==> config.mk <==
export PLATFORM = sky130hd
export DESIGN_NAME = audio_clk_gen
export DESIGN_NICKNAME = d
export VERILOG_FILES = /design/src/rtl/aclk_pkg.sv /design/src/rtl/aclk_bit_div.sv /design/src/rtl/aclk_frame_cnt.sv /design/src/rtl/aclk_slave_edge.sv /design/src/rtl/audio_clk_gen.sv
export SDC_FILE = /design/constraint.sdc
export NUM_CORES = 1
export LEC_CHECK = 0
export BUFFER_PORTS_ARGS = -buffer_cell sky130_fd_sc_hd__clkbuf_2
export CAP_MARGIN = 25
export CORE_MARGIN = 8
export CORE_UTILIZATION = 54
export DETAILED_ROUTE_END_ITERATION = 7
export PLACE_DENSITY = 0.77
export RECOVER_POWER = 50
export SKIP_CTS_REPAIR_TIMING = 1
export SLEW_MARGIN = 20
export SYNTH_ARGS = -nofsm -noshare
export SYNTH_HDL_FRONTEND = slang
export SYNTH_SLANG_ARGS = --single-unit
==> constraint.sdc <==
create_clock -name clk_i -period 2.73 [get_ports clk_i]
set_input_delay 0.4095 -clock clk_i [delete_from_list [all_inputs] [get_ports clk_i]]
set_output_delay 0.4095 -clock clk_i [all_outputs]
set_load 0.1 [all_outputs]
==> src/rtl/aclk_pkg.sv <==
package aclk_pkg;
  typedef enum logic {
    ROLE_SLAVE  = 1'b0,
    ROLE_MASTER = 1'b1
  } role_e;

  typedef struct packed {
    logic rise;
    logic fall;
    logic frame;
  } sck_evt_t;
endpackage

==> src/rtl/aclk_bit_div.sv <==
module aclk_bit_div #(
  parameter int unsigned W = 8
) (
  input  logic         clk_i,
  input  logic         rst_ni,
  input  logic         run_i,
  input  logic         tick_i,
  input  logic [W-1:0] ratio_m1_i,
  output logic         sck_o,
  output logic         rise_o,
  output logic         fall_o,
  output logic         rise_evt_o
);
  localparam int unsigned HW = W + 1;

  logic         started_q;
  logic [W-1:0] ph_q, ph_d;
  logic [HW-1:0] hi_len;
  logic         single, lvl_d, fall_d;

  // high phase = ceil(ratio / 2)
  assign hi_len = ({1'b0, ratio_m1_i} + HW'(2)) >> 1;
  assign single = (ratio_m1_i == '0);

  always_comb begin
    if (!started_q || ph_q == ratio_m1_i) ph_d = '0;
    else                                  ph_d = ph_q + 1'b1;
    lvl_d  = {1'b0, ph_d} < hi_len;
    fall_d = single || ({1'b0, ph_d} == hi_len);
  end

  assign rise_evt_o = run_i & tick_i & (ph_d == '0);

  always_ff @(posedge clk_i or negedge rst_ni) begin
    if (!rst_ni) begin
      started_q <= 1'b0;
      ph_q      <= '0;
      sck_o     <= 1'b0;
      rise_o    <= 1'b0;
      fall_o    <= 1'b0;
    end else if (!run_i) begin
      started_q <= 1'b0;
      ph_q      <= '0;
      sck_o     <= 1'b0;
      rise_o    <= 1'b0;
      fall_o    <= 1'b0;
    end else if (tick_i) begin
      started_q <= 1'b1;
      ph_q      <= ph_d;
      sck_o     <= lvl_d;
      rise_o    <= (ph_d == '0);
      fall_o    <= fall_d;
    end else begin
      rise_o    <= 1'b0;
      fall_o    <= 1'b0;
    end
  end
endmodule

==> src/rtl/aclk_frame_cnt.sv <==
module aclk_frame_cnt #(
  parameter int unsigned W = 9
) (
  input  logic         clk_i,
  input  logic         rst_ni,
  input  logic         run_i,
  input  logic         rise_evt_i,
  input  logic [W-1:0] len_m1_i,
  output logic         ws_o,
  output logic         frame_o,
  output logic         bound_o
);
  localparam int unsigned HW = W + 1;

  logic          started_q;
  logic [W-1:0]  bi_q, bi_d;
  logic [HW-1:0] hi_len;

  assign hi_len = ({1'b0, len_m1_i} + HW'(2)) >> 1;

  always_comb begin
    if (!started_q || bi_q == len_m1_i) bi_d = '0;
    else                                bi_d = bi_q + 1'b1;
  end

  // frame boundary tick: load point for new divider values
  assign bound_o = rise_evt_i & (bi_d == '0);

  always_ff @(posedge clk_i or negedge rst_ni) begin
    if (!rst_ni) begin
      started_q <= 1'b0;
      bi_q      <= '0;
      ws_o      <= 1'b0;
      frame_o   <= 1'b0;
    end else if (!run_i) begin
      started_q <= 1'b0;
      bi_q      <= '0;
      ws_o      <= 1'b0;
      frame_o   <= 1'b0;
    end else if (rise_evt_i) begin
      started_q <= 1'b1;
      bi_q      <= bi_d;
      ws_o      <= {1'b0, bi_d} < hi_len;
      frame_o   <= (bi_d == '0);
    end else begin
      frame_o   <= 1'b0;
    end
  end
endmodule

==> src/rtl/aclk_slave_edge.sv <==
module aclk_slave_edge #(
  parameter int unsigned STAGES = 2
) (
  input  logic clk_i,
  input  logic rst_ni,
  input  logic run_i,
  input  logic sck_pad_i,
  input  logic ws_pad_i,
  output logic rise_o,
  output logic fall_o,
  output logic frame_o
);
  logic [STAGES-1:0] sck_sync_q, ws_sync_q;
  logic sck_prev_q, ws_last_q;
  logic sck_s, ws_s, rise_e, fall_e;

  assign sck_s  = sck_sync_q[STAGES-1];
  assign ws_s   = ws_sync_q[STAGES-1];
  assign rise_e = sck_s & ~sck_prev_q;
  assign fall_e = ~sck_s & sck_prev_q;

  generate
    if (STAGES == 1) begin : g_one
      always_ff @(posedge clk_i or negedge rst_ni) begin
        if (!rst_ni) begin
          sck_sync_q <= '0;
          ws_sync_q  <= '0;
        end else begin
          sck_sync_q <= sck_pad_i;
          ws_sync_q  <= ws_pad_i;
        end
      end
    end else begin : g_chain
      always_ff @(posedge clk_i or negedge rst_ni) begin
        if (!rst_ni) begin
          sck_sync_q <= '0;
          ws_sync_q  <= '0;
        end else begin
          sck_sync_q <= {sck_sync_q[STAGES-2:0], sck_pad_i};
          ws_sync_q  <= {ws_sync_q[STAGES-2:0], ws_pad_i};
        end
      end
    end
  endgenerate

  always_ff @(posedge clk_i or negedge rst_ni) begin
    if (!rst_ni) begin
      sck_prev_q <= 1'b0;
      ws_last_q  <= 1'b0;
      rise_o     <= 1'b0;
      fall_o     <= 1'b0;
      frame_o    <= 1'b0;
    end else begin
      sck_prev_q <= sck_s;
      if (!run_i) begin
        ws_last_q <= 1'b0;
        rise_o    <= 1'b0;
        fall_o    <= 1'b0;
        frame_o   <= 1'b0;
      end else begin
        rise_o  <= rise_e;
        fall_o  <= fall_e;
        frame_o <= rise_e & ws_s & ~ws_last_q;
        if (rise_e) ws_last_q <= ws_s;
      end
    end
  end
endmodule

==> src/rtl/audio_clk_gen.sv <==
module audio_clk_gen
  import aclk_pkg::*;
#(
  parameter int unsigned SCK_DIV_W   = 8,
  parameter int unsigned WS_DIV_W    = 9,
  parameter int unsigned SYNC_STAGES = 2
) (
  input  logic                 clk_i,
  input  logic                 rst_ni,
  input  logic                 mclk_en_i,
  input  logic                 tx_en_i,
  input  logic                 master_sel_i,
  input  logic [SCK_DIV_W-1:0] sck_div_i,
  input  logic [WS_DIV_W-1:0]  ws_div_i,
  input  logic                 sck_pad_i,
  input  logic                 ws_pad_i,
  output logic                 sck_o,
  output logic                 sck_oe_o,
  output logic                 ws_o,
  output logic                 ws_oe_o,
  output logic                 sck_rise_o,
  output logic                 sck_fall_o,
  output logic                 frame_o
);
  role_e                role_q;
  logic [SCK_DIV_W-1:0] act_sck_q;
  logic [WS_DIV_W-1:0]  act_ws_q;
  logic                 is_master, run_m, run_s, tick;
  logic                 m_sck, m_ws, rise_evt, bound;
  sck_evt_t             m_evt, s_evt, evt;

  assign is_master = (role_q == ROLE_MASTER);
  assign run_m     = tx_en_i & is_master;
  assign run_s     = tx_en_i & ~is_master;
  assign tick      = mclk_en_i & is_master;

  // role accepted only while disabled
  always_ff @(posedge clk_i or negedge rst_ni) begin
    if (!rst_ni)       role_q <= ROLE_SLAVE;
    else if (!tx_en_i) role_q <= role_e'(master_sel_i);
  end

  // divider shadow: tracks inputs while idle, reloads at frame boundaries
  always_ff @(posedge clk_i or negedge rst_ni) begin
    if (!rst_ni) begin
      act_sck_q <= '0;
      act_ws_q  <= '0;
    end else if (!tx_en_i || bound) begin
      act_sck_q <= sck_div_i;
      act_ws_q  <= ws_div_i;
    end
  end

  aclk_bit_div #(.W(SCK_DIV_W)) i_bit_div (
    .clk_i      (clk_i),
    .rst_ni     (rst_ni),
    .run_i      (run_m),
    .tick_i     (tick),
    .ratio_m1_i (act_sck_q),
    .sck_o      (m_sck),
    .rise_o     (m_evt.rise),
    .fall_o     (m_evt.fall),
    .rise_evt_o (rise_evt)
  );

  aclk_frame_cnt #(.W(WS_DIV_W)) i_frame_cnt (
    .clk_i      (clk_i),
    .rst_ni     (rst_ni),
    .run_i      (run_m),
    .rise_evt_i (rise_evt),
    .len_m1_i   (act_ws_q),
    .ws_o       (m_ws),
    .frame_o    (m_evt.frame),
    .bound_o    (bound)
  );

  aclk_slave_edge #(.STAGES(SYNC_STAGES)) i_slave_edge (
    .clk_i     (clk_i),
    .rst_ni    (rst_ni),
    .run_i     (run_s),
    .sck_pad_i (sck_pad_i),
    .ws_pad_i  (ws_pad_i),
    .rise_o    (s_evt.rise),
    .fall_o    (s_evt.fall),
    .frame_o   (s_evt.frame)
  );

  assign evt = is_master ? m_evt : s_evt;

  assign sck_o      = run_m & m_sck;
  assign ws_o       = run_m & m_ws;
  assign sck_oe_o   = is_master;
  assign ws_oe_o    = is_master;
  assign sck_rise_o = evt.rise;
  assign sck_fall_o = evt.fall;
  assign frame_o    = evt.frame;
endmodule

==> key figures, run 1 <==
Status
  • Run status: completed

Synth
  • Count leader, synth: dfrtp_1
  • Yosys top cell by area: dfrtp_1
  • Cell Area, Synth: 3300 sq um
  • Post-synth EDFFs: 0
  • FFs w/ async S/R, synth: 100%
  • Library cells used by synthesis: 49
  • Synthesized area per cell: 10.2 sq um
  • Synthesized netlist cell count: 324
  • Post-Syn Nets: 368
  • Post-synth top cells: dfrtp_1, nor2_1, xnor2_1, xor2_1, ha_1
  • Register bit total from synthesis: 51
  • Largest cells by area after synthesis: dfrtp_1, ha_1, xnor2_1, xor2_1, mux2_4
  • Yosys top cell area share: 38.7%
  • Sequential share of the synthesized area: 38.7%
  • Ys flop type: dfrtp_1
  • Ys Warns: 0

Setup path
  • Critical Setup Path Class: reg2reg
  • Worst path required time: 2980 ps
  • CP arrival: 2890 ps
  • Startpoint Class: flop
  • Worst r2r src: act_ws_q[4]
  • CP endpoint kind: flop
  • CP startpoint: act_ws_q[4]
  • Crit Path Max Fanout: 4

Worst hold path
  • Min-delay src: ws_pad_i
  • Path category of the worst min-delay check: in2reg

Final layout
  • Share of cells above drive strength 1: 29.9%
  • Ant diodes: 0
  • Final nets: 414
  • Area Growth Syn to Fin: 17.9%
  • Final core occ: 65.7%
  • Final Cell Area: 3890 sq um

Detailed routing
  • DR pass1 iterations: 4
  • Vias: 2,529
  • Drt wl/cell: 16.4 um
  • DRC: 0
  • Drt total wl: 7340 um
  • Vias per inst: 5.67
  • DR iter-0 viols: 136
  • Post-route ant nets: 0

Floorplan
  • I/O pin cnt: 31
  • DIE AREA: 8860 sq um
  • Die Wd: 94.2 um
  • Row cnt: 28
  • Core outline area: 5920 sq um
  • Die Ht: 94.2 um
  • Initial Util: 55.7%

Place
  • Placer congestion estimate: 0.903
  • Final HPWL DP: 5370 um
  • DP Area: 3600 sq um
  • Pre-CTS WS: 7.54 ps
  • IO buf count: 30

Clocking
  • Root Driver: clkbuf_8
  • CTS Buffer Depth: 2
  • CTS sink cnt: 51
  • TritonCTS Buffers: 5
  • TritonCTS clock tree: yes
  • CTS H-Tree Depth: 2
  • Clock slew at reported path FFs: 100 ps
  • Clk Latency, worst-skew pair: 310 ps

Global routing
  • Largest net degree at the start of global routing: 35
  • Global-route usage over all layers: 16.6%
  • GRT overflow: 0
  • Initial antenna violation count: 0
  • Vias in the first global route: 2,560
  • First-pass GRT wire length: 11,800 um

STA
  • Max-slew headroom: 32.7%
  • Slew Viols, Final: 0
  • Final Hold Fails: 0
  • Final worst slack: 89.9 ps
  • Worst Max-Slew Pin Slew: 1010 ps
  • Worst clock skew: 8.39 ps
  • Setup violators final: 0
  • F_max: 379 MHz
  • Period utilisation layout: 96.7%
  • Minimum clock period: 2640 ps

Pwr
  • PD cells: 427 nW/um^2
  • IR drop worst, VDD: 0.289 mV
  • Leak Pwr: 1.86 nW
  • Pwr Total: 1.66 mW

Run
  • Max-Cap Viols: 0
-- cell usage in the layout (no fill, tap or decap), types with 7 or more instances in the layout --
cell type	n
nor2_1	25
mux2i_1	8
inv_1	7
and3_1	13
nand3_1	18
ha_1	16
mux2_4	10
xnor2_1	22
nand4_1	7
xor2_1	21
a21oi_1	7
dfrtp_1	49
nand2_1	15
a21o_1	10
mux2_2	10
buf_4	27
clkbuf_2	30
-- metal layers --
layer	GRT usage (%)	part of all wire (%)
met2	29.5	52
met4	6.61	2.6
met1	19.1	42
met5	0	0
met3	3.04	2.8
-- stage by stage --
step,cells,hold WS [ps],TNS (ps)
6_report,446,203,0
3_5_place_dp,429,335,0
2_1_floorplan,324,114,-103
5_1_grt,446,186,-11.6
3_3_place_gp,429,333,0
4_1_cts,437,46.9,-19.0
-- where the power goes --
part	total [mW]	switching (mW)	internal [mW]
Sequential	0.848	0.0524	0.795
Combinational	0.364	0.190	0.174
Clock	0.449	0.265	0.185
-- final timing paths --
kind	to	depth (start not counted)	slack (ps)
hold reg to reg	i_slave_edge.ws_sync_q[1]	0	360
min in group asynchronous	act_ws_q[1]	1	230
setup / recovery	i_frame_cnt.ws_o	12	90
setup reg to reg	i_frame_cnt.ws_o	12	90
hold / removal	i_slave_edge.ws_sync_q[0]	1	200
max in group asynchronous	i_bit_div.ph_q[0]	2	1010
-- cell families (layout without fill, tap and decap cells) --
family                   after synthesis  count (layout)  share of synthesized area [%]
AO/OA/AOI/OAI                         40              40                           9.33
XOR/XNOR                              44              44                           11.7
adder cells (fa/ha/maj)               20              20                           7.59
buffers and inverters                 29              76                           4.59
flip-flops                            51              51                           38.7
multiplexers                          28              28                           10.4
AND/OR/NAND/NOR                      112             112                           17.7
-- critical path: stages, from the launching register on --
cell       delay, ps
dfrtp_1          440
xnor2_1          170
nand4_1          150
o41ai_4          370
buf_4            170
nor2_2            40
ha_1             310
a21o_1           170
a21o_1           190
a2111oi_4        180
o211ai_1         130
o211ai_1         120
o21a_1           140
-- layout make-up --
| cell class | instances | area, sq um |
|---|---|---|
| inverter | 7 | 26.3 |
| sequential | 51 | 1280 |
| multi-input combinational | 244 | 2000 |
| tap | 75 | 93.8 |
| fill | 477 | 2030 |
| clock inverter | 2 | 16.3 |
| clock buffer | 6 | 72.6 |
| timing repair buffer | 61 | 399 |
-- registers in the layout, indices dropped and copies added (netlist names) --
register	flops
i_bit_div.fall_o	1
sck_oe_o	1
i_slave_edge.ws_sync_q	2
i_frame_cnt.bi_q	9
i_slave_edge.sck_sync_q	2
i_bit_div.rise_o	1
i_slave_edge.ws_last_q	1
i_bit_div.started_q	1
act_ws_q	9
i_frame_cnt.frame_o	1
i_bit_div.ph_q	8
i_slave_edge.frame_o	1
i_slave_edge.rise_o	1
i_slave_edge.fall_o	1
i_bit_div.sck_o	1
i_frame_cnt.started_q	1
act_sck_q	8
i_frame_cnt.ws_o	1
i_slave_edge.sck_prev_q	1
No activity file was read; power rests on OpenSTA's default activity.
==> run 2: changes to the inputs <==
--- a/config.mk
+++ b/config.mk
@@ -5,13 +5,14 @@
 export SDC_FILE = /design/constraint.sdc
 export NUM_CORES = 1
 export LEC_CHECK = 0
-export BUFFER_PORTS_ARGS = -buffer_cell sky130_fd_sc_hd__clkbuf_2
 export CAP_MARGIN = 25
 export CORE_MARGIN = 8
-export CORE_UTILIZATION = 54
+export CORE_UTILIZATION = 58
 export DETAILED_ROUTE_END_ITERATION = 7
-export PLACE_DENSITY = 0.77
+export DONT_BUFFER_PORTS = 1
+export PLACE_DENSITY = 0.76
 export RECOVER_POWER = 50
+export SETUP_SLACK_MARGIN = 0.05
 export SKIP_CTS_REPAIR_TIMING = 1
 export SLEW_MARGIN = 20
 export SYNTH_ARGS = -nofsm -noshare
==> key figures, run 2 (synthesized netlist as in run 1, its figures left out) <==
Detailed routing
  • Post-route ant nets: 0 (unchanged)
  • Drt total wl: 8000 um (+9.0%)
  • DRC: 0 (unchanged)
  • Drt wl/cell: 19.0 um (+15%)
  • DR iter-0 viols: 147 (+8.1%)
  • DR pass1 iterations: 4 (unchanged)
  • Vias: 2,524 (-0.20%)
  • Vias per inst: 5.98 (+5.5%)

Place
  • Placed Cells: 400 (-6.8%)
  • Final HPWL DP: 5530 um (+2.8%)
  • IO buf count: 0 (-100%)
  • DP Area: 3480 sq um (-3.4%)
  • Placer congestion estimate: 0.925 (+2.4%)
  • Pre-CTS WS: -30.1 ps (-37.6 ps)

STA
  • Max-slew headroom: 16.3% (-16 points)
  • Worst clock skew: 11.5 ps (+3.16 ps)
  • Final hold slack: 118 ps (-84.8 ps)
  • Minimum clock period: 2730 ps (+86.5 ps)
  • RSZ-0062 raised after global routing: yes
  • F_max: 367 MHz (-3.2%)
  • Slew Viols, Final: 0 (unchanged)
  • Worst Max-Slew Pin Slew: 1260 ps (+245 ps)
  • Setup tns final: 0 ps (unchanged)
  • Setup violators final: 0 (unchanged)
  • Final Hold Fails: 0 (unchanged)
  • Final worst slack: 3.39 ps (-86.5 ps)
  • Period utilisation layout: 99.9% (+3.2 points)

Setup path
  • Most frequent cell on the critical path: o211ai_1
  • CP max stage delay: 430 ps (about the same)
  • Worst path required time: 2990 ps (about the same)
  • Reg-to-reg setup timing slack: 3 ps (-90 ps)
  • CP startpoint: i_frame_cnt.bi_q[3]
  • CP endpoint kind: flop
  • Crit Path Max Fanout: 5 (+1)
  • Startpoint Class: flop
  • Critical Setup Path Class: reg2reg
  • Cell breakdown of the critical path: xnor2_1, nand4_1, o41ai_4, buf_4, buf_6, nor2_2, ha_1, a21o_1, a2111oi_4, o211ai_1, o211ai_1, o21a_1
  • WP buf/inv: 2 (+1)
  • Cell depth of the worst flop-to-flop path: 12 (unchanged)
  • Worst r2r src: i_frame_cnt.bi_q[3]
  • Top delay family on crit path: compound AO/OA/AOI/OAI gates
  • CP arrival: 2990 ps (+100 ps)
  • Crit path max-delay cell type: dfrtp_1
  • Worst R2R End: i_frame_cnt.ws_o

Clocking
  • CTS sink cnt: 51 (unchanged)
  • CTS H-Tree Depth: 2 (unchanged)
  • Clock slew at reported path FFs: 110 ps (about the same)
  • TritonCTS clock tree: yes
  • Clk Latency, worst-skew pair: 310 ps (about the same)
  • CTS Buffer Depth: 2 (unchanged)
  • Root Driver: clkbuf_8
  • TritonCTS Buffers: 5 (unchanged)

Worst hold path
  • Min-delay src: ws_pad_i
  • Hold path depth: 0 (-1)
  • Path category of the worst min-delay check: in2reg
  • WHS Endpoint: i_slave_edge.ws_sync_q[0]

Final layout
  • Final nets: 393 (-5.1%)
  • Final core occ: 70.5% (+4.8 points)
  • Most common cell after layout, fill and taps aside: dfrtp_1
  • Post-route insts no fill: 422 (-5.4%)
  • Final Cell Area: 3880 sq um (-0.23%)
  • Area occupied by multi-input gates: 2060 sq um (+2.9%)
  • Layout fillers: 406 (-15%)
  • Seq. cell area: 1280 sq um (+0.20%)
  • Largest regs: act_ws_q: 9 flops, i_frame_cnt.bi_q: 9 flops
  • Ant diodes: 0 (unchanged)
  • Most frequent cells in the layout: dfrtp_1, buf_4, nor2_1, xor2_1, xnor2_1
  • Area Growth Syn to Fin: 17.6%
  • Share of cells above drive strength 1: 28.9% (-1.1 points)

Global routing
  • Largest net degree at the start of global routing: 52 (+49%)
  • Global-route usage over all layers: 18.0% (+1.4 points)
  • First-pass GRT wire length: 12,200 um (+3.3%)
  • GRT overflow: 0 (unchanged)
  • Vias in the first global route: 2,512 (-1.9%)
  • Initial antenna violation count: 0 (unchanged)

Status
  • Run status: completed

Pwr
  • PD cells: 432 nW/um^2 (+1.2%)
  • IR drop worst, VDD: 0.286 mV (-0.89%)
  • Pwr Total: 1.68 mW (+0.92%)
  • Leak Pwr: 1.79 nW (-3.9%)

Floorplan
  • Die Wd: 91.4 um (-2.9%)
  • Core outline area: 5510 sq um (-7.0%)
  • I/O pin cnt: 31 (unchanged)
  • DIE AREA: 8360 sq um (-5.7%)
  • Row cnt: 27 (-3.6%)
  • Initial Util: 59.9% (+4.2 points)
  • Die Ht: 91.4 um (-2.9%)

Run
  • Max-Cap Viols: 0 (unchanged)
run 2: cell types whose count changed in the layout (fill, tap and decap cells not counted), sizes merged:
cell         before  now
clkbuf           37    6
buf              30   38
clkinv            0    2
clkinvlp          1    0
dlygate4sd3       0    1
run 2: worst max-delay path by stage:
stage | endpoint | slack, ps | depth (start not counted)
6_report | i_frame_cnt.ws_o | 3 | 12
5_1_grt | i_frame_cnt.ws_o | -130 | 12
4_1_cts | i_frame_cnt.ws_o | -50 | 11
3_5_place_dp | i_frame_cnt.ws_o | -30 | 11
3_3_place_gp | i_frame_cnt.ws_o | 80 | 12
2_1_floorplan | i_frame_cnt.ws_o | -100 | 13
run 2: area by class of cell:
class	instances	share of cell area, %
clock buffers	5	1.77
clock inverters	3	0.742
inverters	7	0.677
multi-input cells	244	53.1
flip-flops and latches	51	33.0
well taps	72	2.32
repair buffers	40	8.35
run 2: where the power goes:
group,internal (mW),total [mW],leakage [nW],switching (mW)
Clock,0.190,0.467,0.0502,0.277
Combinational,0.171,0.370,1.09,0.199
Sequential,0.795,0.839,0.651,0.0441
run 2: layer usage:
layer,share of wire (%),track usage [%],vias to the layer above
met1,40,20.1,1247
met4,2.8,7.91,0
li1,-,-,1187
met3,4.2,3.87,21
met2,53,32.0,69
met5,0,0,-
==> run 3: changes to the inputs <==
--- a/config.mk
+++ b/config.mk
@@ -10,6 +10,7 @@
 export CORE_UTILIZATION = 58
 export DETAILED_ROUTE_END_ITERATION = 7
 export DONT_BUFFER_PORTS = 1
+export GPL_TIMING_DRIVEN = 0
 export PLACE_DENSITY = 0.76
 export RECOVER_POWER = 50
 export SETUP_SLACK_MARGIN = 0.05
==> key figures, run 3 (synthesized netlist as in run 1, its figures left out) <==
Clocking
  • Clk Latency, worst-skew pair: 310 ps (about the same)
  • CTS Buffer Depth: 2 (unchanged)
  • CTS sink cnt: 51 (unchanged)
  • CTS H-Tree Depth: 2 (unchanged)
  • Root Driver: clkbuf_8
  • Clock slew at reported path FFs: 110 ps (about the same)
  • TritonCTS clock tree: yes
  • TritonCTS Buffers: 5 (unchanged)

Global routing
  • GRT overflow: 0 (unchanged)
  • Global-route usage over all layers: 17.2% (-0.80 points)
  • Vias in the first global route: 2,509 (-0.12%)
  • Initial antenna violation count: 0 (unchanged)
  • First-pass GRT wire length: 11,900 um (-2.3%)
  • Largest net degree at the start of global routing: 52 (unchanged)

Detailed routing
  • DRC: 0 (unchanged)
  • DR iter-0 viols: 80 (-46%)
  • Drt wl/cell: 18.1 um (-4.3%)
  • Drt total wl: 7590 um (-5.2%)
  • Post-route ant nets: 0 (unchanged)
  • DR pass1 iterations: 5 (+1)
  • Vias: 2,477 (-1.9%)
  • Vias per inst: 5.93 (-0.92%)

Floorplan
  • DIE AREA: 8360 sq um (unchanged)
  • Die Ht: 91.4 um (unchanged)
  • Row cnt: 27 (unchanged)
  • I/O pin cnt: 31 (unchanged)
  • Die Wd: 91.4 um (unchanged)
  • Initial Util: 59.9% (unchanged)
  • Core outline area: 5510 sq um (unchanged)

STA
  • RSZ-0062 raised after global routing: yes
  • Max-slew headroom: 15.0% (-1.3 points)
  • Final hold slack: 123 ps (+5.07 ps)
  • Worst Max-Slew Pin Slew: 1270 ps (+19.6 ps)
  • Final Hold Fails: 0 (unchanged)
  • Worst clock skew: 10.9 ps (-0.648 ps)
  • Minimum clock period: 2910 ps (+181 ps)
  • Setup violators final: 1 (+1)
  • Slew Viols, Final: 0 (unchanged)
  • Final worst slack: -178 ps (-181 ps)
  • Period utilisation layout: 107% (+6.6 points)
  • F_max: 344 MHz (-6.2%)

Pwr
  • Reg power frac: 52.3% (+2.2 points)
  • Net switching power: 514 uW (-1.1%)
  • Sw frac: 31.1% (+0.041 points)
  • Clock network fraction of total power: 28.5% (+0.6 points)
  • IR drop worst, VDD: 0.277 mV (-3.2%)
  • Comb pwr share: 19.2% (-2.9 points)
  • PD cells: 441 nW/um^2 (+2.2%)
  • Leak Pwr: 1.75 nW (-1.9%)
  • Internal power: 1.14 mW (-1.3%)

Final layout
  • Most frequent cells in the layout: dfrtp_1, nor2_1, xor2_1, xnor2_1, buf_4
  • Largest regs: act_ws_q: 9 flops, i_frame_cnt.bi_q: 9 flops
  • Post-route insts no fill: 418 (-0.95%)
  • Final Cell Area: 3750 sq um (-3.4%)
  • Area Growth Syn to Fin: 13.7%
  • Final nets: 389 (-1.0%)
  • Final core occ: 68.1% (-2.4 points)
  • Most common cell after layout, fill and taps aside: dfrtp_1
  • Share of cells above drive strength 1: 25.1% (-3.7 points)
  • Layout fillers: 432 (+6.4%)
  • Ant diodes: 0 (unchanged)

Run
  • Max-Cap Viols: 0 (unchanged)

Setup path
  • Critical Setup Path Class: reg2reg
  • CP arrival: 3160 ps (+170 ps)
  • Reg-to-reg setup timing slack: -180 ps (-180 ps)
  • Worst path required time: 2980 ps (about the same)
  • CP max stage delay: 470 ps (+40 ps)
  • Crit Path Max Fanout: 8 (+3)
  • Crit path max-delay cell type: dfrtp_2
  • Startpoint Class: flop
  • CP startpoint: act_ws_q[3]
  • Worst r2r src: act_ws_q[3]
  • CP endpoint kind: flop
  • Cell breakdown of the critical path: xnor2_2, nand4_1, o41ai_4, buf_6, buf_6, nor2_4, ha_1, and4_1, a2111oi_2, o211ai_1, o211ai_1, o21a_1

Place
  • Placer congestion estimate: 0.841 (-9.0%)
  • IO buf count: 0 (unchanged)
  • Pre-CTS WS: -590 ps (-560 ps)
  • DP Area: 3400 sq um (-2.3%)
  • Placed Cells: 396 (-1.0%)
  • Final HPWL DP: 5080 um (-8.0%)

Worst hold path
  • Min-delay src: sck_pad_i
  • Path category of the worst min-delay check: in2reg

Status
  • Run status: finished, violations left
  • Violated checks: setup timing
[run 3: metrics by stage]
| stage | setup TNS, ps | total power, mW |
|---|---|---|
| after floorplan | -103 | 1.08 |
| after global placement | -1750 | 1.12 |
| after detailed placement | -1830 | 1.14 |
| after CTS | -2200 | 1.61 |
| after global routing | -329 | 1.74 |
| final | -178 | 1.66 |
[run 3: critical path, delay by kind of cell (launching register included)]
family          cells  cell delay [ps]
fa+ha+maj           1              290
xor+xnor            1              160
simple gates        3              410
compound gates      5             1200
buf+inv             2              300
flops               1              470
[run 3: power by group through the flow]
| stage | registers, mW | clock network, mW | logic (mW) |
|---|---|---|---|
| final | 0.867 | 0.472 | 0.317 |
| after global routing | 0.873 | 0.518 | 0.349 |
| after CTS | 0.853 | 0.488 | 0.271 |
| after detailed placement | 0.868 | 0 | 0.269 |
| after global placement | 0.866 | 0 | 0.259 |
| after floorplan | 0.853 | 0 | 0.229 |
[run 3: cell type report]
cell class                      count  area (sq um)  area share, %
Clock inverter                      3          28.8          0.767
Tap cell                           72          90.1           2.40
Multi-Input combinational cell    244          1950           52.0
Sequential cell                    51          1290           34.4
Clock buffer                        5          68.8           1.84
Inverter                            7          26.3          0.701
Buffer                             14           110           2.94
Timing Repair Buffer               22           185           4.94
[run 3: routing by layer]
| metal | routed length [um] | share of wire [%] | track usage [%] |
|---|---|---|---|
| met2 | 3930 | 52 | 29.7 |
| met5 | 0 | 0 | 0 |
| met3 | 323 | 4.3 | 3.79 |
| met1 | 3140 | 41 | 19.8 |
| met4 | 189 | 2.5 | 7.91 |
[run 3: worst paths after layout]
check,end,depth (start not counted)
max in group asynchronous,sck_oe_o,2
max reg2reg,i_frame_cnt.ws_o,12
min in group asynchronous,i_frame_cnt.started_q,2
max,i_frame_cnt.ws_o,12
min,i_slave_edge.sck_sync_q[0],0
min reg2reg,i_slave_edge.sck_sync_q[1],0
